$ cat src/rtl/gpio_port_pkg.sv
package gpio_port_pkg;

   // Register groups, one per eight-address window
   typedef enum logic [2:0] {
      GRP_STATE = 3'd0,
      GRP_DIR   = 3'd1,
      GRP_TYPE  = 3'd2,
      GRP_PULL  = 3'd3,
      GRP_SET   = 3'd4,
      GRP_CLR   = 3'd5,
      GRP_NONE  = 3'd7
   } grp_e;

   // Per-pin pad control bundle
   typedef struct packed {
      logic oe;
      logic dout;
      logic od;
      logic pu;
      logic pd;
      logic ana;
   } pad_ctl_t;

endpackage

$ cat src/rtl/gpio_addr_decode.sv
module gpio_addr_decode
   import gpio_port_pkg::*;
#(
   parameter int ADDR_W    = 8,
   parameter int GRP_SHIFT = 3,
   parameter int NUM_BANKS = 3
) (
   input  logic [ADDR_W-1:0]    addr,
   output grp_e                 grp,
   output logic [GRP_SHIFT-1:0] bank
);
   localparam int UP_W = ADDR_W - GRP_SHIFT;

   if (UP_W < 3) begin : g_bad_addr_w
      $error("address too narrow for six register groups");
   end

   logic [UP_W-1:0] upper;

   assign upper = addr[ADDR_W-1:GRP_SHIFT];
   assign bank  = addr[GRP_SHIFT-1:0];

   always_comb begin
      grp = GRP_NONE;
      if (int'(bank) < NUM_BANKS) begin
         case (upper)
            UP_W'(0): grp = GRP_STATE;
            UP_W'(1): grp = GRP_DIR;
            UP_W'(2): grp = GRP_TYPE;
            UP_W'(3): grp = GRP_PULL;
            UP_W'(4): grp = GRP_SET;
            UP_W'(5): grp = GRP_CLR;
            default:  grp = GRP_NONE;
         endcase
      end
   end
endmodule

$ cat src/rtl/gpio_bank_regs.sv
module gpio_bank_regs #(
   parameter int BANK_W = 8
) (
   input  logic              clk,
   input  logic              rst_n,
   input  logic              wr_dir,
   input  logic              wr_type,
   input  logic              wr_pull,
   input  logic              wr_set,
   input  logic              wr_clr,
   input  logic [BANK_W-1:0] wdata,
   output logic [BANK_W-1:0] dir_q,
   output logic [BANK_W-1:0] type_q,
   output logic [BANK_W-1:0] pull_q,
   output logic [BANK_W-1:0] latch_q
);
   always_ff @(posedge clk or negedge rst_n) begin
      if (!rst_n) begin
         dir_q   <= '0;
         type_q  <= '0;
         pull_q  <= '0;
         latch_q <= '0;
      end else begin
         if (wr_dir)  dir_q  <= wdata;
         if (wr_type) type_q <= wdata;
         if (wr_pull) pull_q <= wdata;
         if (wr_set)
            latch_q <= latch_q | wdata;
         else if (wr_clr)
            latch_q <= latch_q & ~wdata;
      end
   end
endmodule

$ cat src/rtl/gpio_in_sync.sv
module gpio_in_sync #(
   parameter int W      = 24,
   parameter int STAGES = 2
) (
   input  logic         clk,
   input  logic         rst_n,
   input  logic [W-1:0] din,
   output logic [W-1:0] dout
);
   if (STAGES < 2) begin : g_bad_stages
      $error("synchronizer needs at least two stages");
   end

   logic [W-1:0] stage_q [STAGES];

   always_ff @(posedge clk or negedge rst_n) begin
      if (!rst_n) begin
         for (int s = 0; s < STAGES; s++) stage_q[s] <= '0;
      end else begin
         stage_q[0] <= din;
         for (int s = 1; s < STAGES; s++) stage_q[s] <= stage_q[s-1];
      end
   end

   assign dout = stage_q[STAGES-1];
endmodule

$ cat src/rtl/gpio_pad_cell.sv
module gpio_pad_cell
   import gpio_port_pkg::*;
(
   input  logic     is_out,
   input  logic     typ,
   input  logic     pull,
   input  logic     latch,
   output pad_ctl_t ctl
);
   always_comb begin
      ctl = '0;
      unique case ({is_out, typ})
         2'b10: begin            // push-pull output
            ctl.oe   = 1'b1;
            ctl.dout = latch;
         end
         2'b11: begin            // open-drain output
            ctl.od = 1'b1;
            ctl.oe = ~latch;
            ctl.pu = pull;
         end
         2'b01: begin            // input with pull
            ctl.pu = pull;
            ctl.pd = ~pull;
         end
         default: begin          // floating or analog input
            ctl.ana = ~pull;
         end
      endcase
   end
endmodule

$ cat src/rtl/gpio_bank_port.sv
module gpio_bank_port
   import gpio_port_pkg::*;
#(
   parameter int NUM_BANKS   = 3,
   parameter int BANK_W      = 8,
   parameter int ADDR_W      = 8,
   parameter int GRP_SHIFT   = 3,
   parameter int SYNC_STAGES = 2,
   localparam int NUM_PINS   = NUM_BANKS * BANK_W
) (
   input  logic                clk,
   input  logic                rst_n,
   input  logic [ADDR_W-1:0]   bus_addr,
   input  logic [BANK_W-1:0]   bus_wdata,
   input  logic                bus_wr,
   input  logic                bus_rd,
   output logic [BANK_W-1:0]   bus_rdata,
   input  logic [NUM_PINS-1:0] pad_in,
   output logic [NUM_PINS-1:0] pad_oe,
   output logic [NUM_PINS-1:0] pad_do,
   output logic [NUM_PINS-1:0] pad_od,
   output logic [NUM_PINS-1:0] pad_pu,
   output logic [NUM_PINS-1:0] pad_pd,
   output logic [NUM_PINS-1:0] pad_ana
);
   if (NUM_BANKS < 1 || NUM_BANKS > (1 << GRP_SHIFT)) begin : g_bad_banks
      $error("bank count must fit in one address group");
   end
   if (BANK_W < 1) begin : g_bad_width
      $error("bank width must be positive");
   end

   grp_e                 grp;
   logic [GRP_SHIFT-1:0] bank_idx;

   logic [NUM_PINS-1:0] dir_q;
   logic [NUM_PINS-1:0] type_q;
   logic [NUM_PINS-1:0] pull_q;
   logic [NUM_PINS-1:0] out_latch_q;
   logic [NUM_PINS-1:0] state_q;

   logic [BANK_W-1:0] rd_mux;
   logic [BANK_W-1:0] rdata_q;

   gpio_addr_decode #(
      .ADDR_W   (ADDR_W),
      .GRP_SHIFT(GRP_SHIFT),
      .NUM_BANKS(NUM_BANKS)
   ) u_decode (
      .addr(bus_addr),
      .grp (grp),
      .bank(bank_idx)
   );

   gpio_in_sync #(
      .W     (NUM_PINS),
      .STAGES(SYNC_STAGES)
   ) u_sync (
      .clk  (clk),
      .rst_n(rst_n),
      .din  (pad_in),
      .dout (state_q)
   );

   for (genvar b = 0; b < NUM_BANKS; b++) begin : g_bank
      logic bank_wr;
      assign bank_wr = bus_wr && (bank_idx == GRP_SHIFT'(b));

      gpio_bank_regs #(
         .BANK_W(BANK_W)
      ) u_regs (
         .clk    (clk),
         .rst_n  (rst_n),
         .wr_dir (bank_wr && grp == GRP_DIR),
         .wr_type(bank_wr && grp == GRP_TYPE),
         .wr_pull(bank_wr && grp == GRP_PULL),
         .wr_set (bank_wr && grp == GRP_SET),
         .wr_clr (bank_wr && grp == GRP_CLR),
         .wdata  (bus_wdata),
         .dir_q  (dir_q[b*BANK_W +: BANK_W]),
         .type_q (type_q[b*BANK_W +: BANK_W]),
         .pull_q (pull_q[b*BANK_W +: BANK_W]),
         .latch_q(out_latch_q[b*BANK_W +: BANK_W])
      );
   end

   for (genvar n = 0; n < NUM_PINS; n++) begin : g_pin
      pad_ctl_t ctl;

      gpio_pad_cell u_cell (
         .is_out(dir_q[n]),
         .typ   (type_q[n]),
         .pull  (pull_q[n]),
         .latch (out_latch_q[n]),
         .ctl   (ctl)
      );

      assign pad_oe[n]  = ctl.oe;
      assign pad_do[n]  = ctl.dout;
      assign pad_od[n]  = ctl.od;
      assign pad_pu[n]  = ctl.pu;
      assign pad_pd[n]  = ctl.pd;
      assign pad_ana[n] = ctl.ana;
   end

   always_comb begin
      rd_mux = '0;
      for (int b = 0; b < NUM_BANKS; b++) begin
         if (int'(bank_idx) == b) begin
            case (grp)
               GRP_STATE:        rd_mux = state_q[b*BANK_W +: BANK_W];
               GRP_DIR:          rd_mux = dir_q[b*BANK_W +: BANK_W];
               GRP_TYPE:         rd_mux = type_q[b*BANK_W +: BANK_W];
               GRP_PULL:         rd_mux = pull_q[b*BANK_W +: BANK_W];
               GRP_SET, GRP_CLR: rd_mux = out_latch_q[b*BANK_W +: BANK_W];
               default:          rd_mux = '0;
            endcase
         end
      end
   end

   always_ff @(posedge clk or negedge rst_n) begin
      if (!rst_n)
         rdata_q <= '0;
      else if (bus_rd)
         rdata_q <= rd_mux;
   end

   assign bus_rdata = rdata_q;
endmodule

$ cat config.mk
export PLATFORM = sky130hd
export DESIGN_NAME = gpio_bank_port
export DESIGN_NICKNAME = d
export VERILOG_FILES = /design/src/rtl/gpio_port_pkg.sv /design/src/rtl/gpio_addr_decode.sv /design/src/rtl/gpio_bank_regs.sv /design/src/rtl/gpio_in_sync.sv /design/src/rtl/gpio_pad_cell.sv /design/src/rtl/gpio_bank_port.sv
export SDC_FILE = /design/constraint.sdc
export NUM_CORES = 1
export LEC_CHECK = 0
export CAP_MARGIN = 20
export CORE_ASPECT_RATIO = 2
export CORE_MARGIN = 2
export CORE_UTILIZATION = 44
export DETAILED_ROUTE_END_ITERATION = 10
export GPL_TIMING_DRIVEN = 0
export PLACE_DENSITY = 0.81
export SLEW_MARGIN = 5
export SYNTH_ARGS = -nofsm -noshare
export SYNTH_HDL_FRONTEND = slang
export SYNTH_SLANG_ARGS = --single-unit
export TNS_END_PERCENT = 10
$ cat constraint.sdc
create_clock -name clk -period 3.6 [get_ports clk]
set_input_delay 0.72 -clock clk [delete_from_list [all_inputs] [get_ports clk]]
set_output_delay 0.72 -clock clk [all_outputs]
set_load 0.02 [all_outputs]
==> impl_metrics.toml, run 1 <==
[grt]
grt_pass1_wl_microns = 35500
grt_use_met2_pct = 45.6
grt_usage_pct = 25.1
grt_overflow_total = 0
antenna_found_initial = 0
gr-usage-met1_pct = 27.5
grt_pass1_vias = 6212
top_usage_layer = "met2"
grt_util_met3_pct = 4.50
grt_max_degree = 88

[clocking]
cts-resized-gates = 0
numCtsBuffers = 17
post_cts_buffers = 0
clock_sinks = 152
max-clock-path-buffers = 2
clk_latency_ns = 0.42
hold_buffers = 0
clkTransAtPathRegs_ns = 0.06
cts_root_buf = "clkbuf_16"
h-tree-depth = 4
cts_tree = "built"

[worst_setup_path]
arrival_ns = 2.91
critPathBufInv = 2
critical_path.max_stage_delay_ns = 0.61
reg2reg_to = "bus_rdata[3]"
crit_fanout = 10
cp_slowest_cell = "clkdlybuf4s50_1"
path_delay_family = "buffers and inverters"
r2r_slack_ns = 2.02
path_cells = "clkdlybuf4s50_1 -> nand2_1 -> clkbuf_1 -> nand4_1 -> a41o_1 -> a22oi_1"
reg2reg_depth = 5
critPathRequiredTime_ns = 3.93
crit_path_end_kind = "register"
path_class = "input port to register"
cp-start-kind = "input port"
r2r-start = "g_bank[0].u_regs.dir_q[3]"

[timing]
finalCritPeriodShare_pct = 71.5
post-route-min-period_ns = 2.57
setup_viol = 0
maxSlewHeadroom_pct = 50.5
hold_violations = 0
final_max_slew_viol_count = 0
rsz0062_at_grt = "no"
fin_setup_tns_ns = 0
fin_skew_ns = 0.00783
max_freq_mhz = 389
tightest_slew_ns = 0.742
final.setup.worst_slack_ns = 1.03

[flow_run]
max_cap_viol_count = 0

[outcome]
status = "finished, final reports clean"

[worst_hold_path]
hp-class = "input port to async pin"

[floorplanning]
initial_core_util_pct = 44.8
die_h_microns = 191
num_io_pins = 196
die_w_microns = 97.7
fp-row-count = 68
die_area_sq_mm = 0.0187
placeableCoreArea_sq_mm = 0.0173

[logic_synthesis]
yosys-top-cells-area = "dfrtp_1, mux2_2, mux2_4"
synth_xor_area_share_pct = 0
synthFlopType = "dfrtp_1"
syn_area_sq_mm = 0.00773
synth.distinct_cells = 45
yosysTopAreaCell = "dfrtp_1"
synth.avg_cell_area_sq_um = 12.0
synth_edf_count = 0
synth_most_common_cell = "dfrtp_1"
yosys-mux-area-fraction_pct = 19.9
ys_seq_area_share_pct = 49.2
yosys_register_bits = 152
synth_top_family_by_area = "multiplexers"
syn-num-nets = 688
synth_top_area_share_pct = 49.2
synthTopCellsByCount = "dfrtp_1, mux2_2, and2_1, nand2_1, mux2_4"
synth-simple-area-share_pct = 19.2
yosysWarnings = 0
synth_compound_area_share_pct = 9.14
synthCells = 644
async_reset_ff_share_pct = 100
synthAdderAreaFrac_pct = 0

[power_and_ir_drop]
ir_worst_vdd_mv = 0.250
p_leak_nw = 4.65
comb_power_share_pct = 9.8
switchingPower_w = 0.000957
p_sw_share_pct = 25.0
power.density_mw_per_mm2 = 365
clock_power_share_pct = 43.3
seq_power_share_pct = 46.9
intPower_w = 0.00287

[placed_design]
port_buffers = 191
place_congestion = 0.930
dpl.hpwl_microns = 17000
place_ws_ns = 0.644

[route]
firstDrtPassIters = 5
ant_nets = 0
vias = 6154
routed_wl_microns = 23200
drc = 0
drtIter0Drc = 409
avgRoutedWirePerCell_microns = 21.5
drt-vias-per-instance = 5.71

[final_layout]
antenna_cells = 0
area_growth_pct = 35.5
layout.nets = 899
n_fill_cell = 1386
drive_above_1_share_pct = 21.3
## worst max-delay path by stage
stage,from,endpoint,depth (start not counted)
after floorplan,bus_addr[3],bus_rdata[7],8
after global placement,rst_n,u_sync.stage_q[31],1
after detailed placement,bus_addr[2],bus_rdata[0],7
after CTS,bus_addr[1],bus_rdata[5],6
after global routing,bus_addr[1],bus_rdata[5],6
final,bus_addr[1],bus_rdata[5],6
## power by group through the flow
| stage | Sequential (W) | Clock [W] | Combinational (W) |
|---|---|---|---|
| 4_1_cts | 0.00179 | 0.00167 | 0.000377 |
| 6_report | 0.00179 | 0.00166 | 0.000375 |
| 3_3_place_gp | 0.00182 | 0 | 0.000365 |
| 5_1_grt | 0.00180 | 0.00175 | 0.000398 |
| 2_1_floorplan | 0.00181 | 0 | 0.000179 |
| 3_5_place_dp | 0.00182 | 0 | 0.000373 |
## layer usage
layer,routed length [microns],up-vias,part of all wire [%]
met5,0,-,0
met4,1210,0,5.2
met3,1250,66,5.4
met2,12900,259,55
met1,7850,3077,34
li1,-,2752,-
## per-stage QoR
step	util [%]	instance area [sq um]	hold WS [ns]	std cells	power, W
after global routing	60.6	10500	0.320	1077	0.00395
after detailed placement	57.5	9930	0.336	1046	0.00220
after floorplan	-	7730	0.331	644	0.00199
after CTS	60.6	10500	0.304	1077	0.00384
final	60.6	10500	0.279	1077	0.00383
after global placement	57.4	9910	0.332	1045	0.00219
## layout by cell type (no fill, tap or decap), types with 24 or more instances in the layout
| cell | netlist | final |
|---|---|---|
| and2_1 | 51 | 51 |
| nor3_1 | 24 | 24 |
| nand2_1 | 51 | 51 |
| mux2_4 | 32 | 32 |
| mux2_2 | 64 | 64 |
| clkdlybuf4s50_1 | 0 | 190 |
| dfrtp_1 | 152 | 152 |
| a21boi_0 | 24 | 24 |
| nor3b_1 | 24 | 24 |
## worst reg2reg max path, cell delays in order, from the launching register on
cell       delay (ns)
dfrtp_1          0.45
mux2i_1          0.19
o2bb2ai_1        0.09
a221o_1          0.40
a21oi_1          0.25
o2bb2ai_1        0.08
## kinds of logic (layout without fill, tap and decap cells)
| group | count (synthesis) | in the layout |
|---|---|---|
| AO/OA/AOI/OAI | 95 | 95 |
| flip-flops | 152 | 152 |
| AND/OR/NAND/NOR | 241 | 241 |
| buffers and inverters | 36 | 259 |
| multiplexers | 120 | 120 |
## area by class of cell
| type | instances | area, sq um | area share (%) |
|---|---|---|---|
| Multi-Input combinational cell | 456 | 3730 | 35.6 |
| Sequential cell | 152 | 3800 | 36.3 |
| Inverter | 1 | 3.75 | 0.0358 |
| Timing Repair Buffer | 192 | 1940 | 18.5 |
| Buffer | 35 | 194 | 1.85 |
| Clock inverter | 11 | 103 | 0.980 |
| Tap cell | 210 | 263 | 2.51 |
| Clock buffer | 20 | 437 | 4.17 |
Note: power is estimated with default switching activity, not from simulation.
==> inputs of run 2 (changes only) <==
clock period = 2.6 ns   (was 3.6 ns; I/O delays follow)
==> results of run 2 <==
The final DEF is identical to that of run 1. Status: finished, final reports clean.
Main changes from that run: setup slack after placement 0.644 ns -> -0.156 ns; setup slack after layout 1.03 ns -> 0.227 ns; hold slack 0.279 ns -> 0.0786 ns; register-to-register setup slack 2.02 ns -> 1.02 ns; total power 0.00383 W -> 0.00530 W; worst IR drop on VDD 0.250 mV -> 0.346 mV
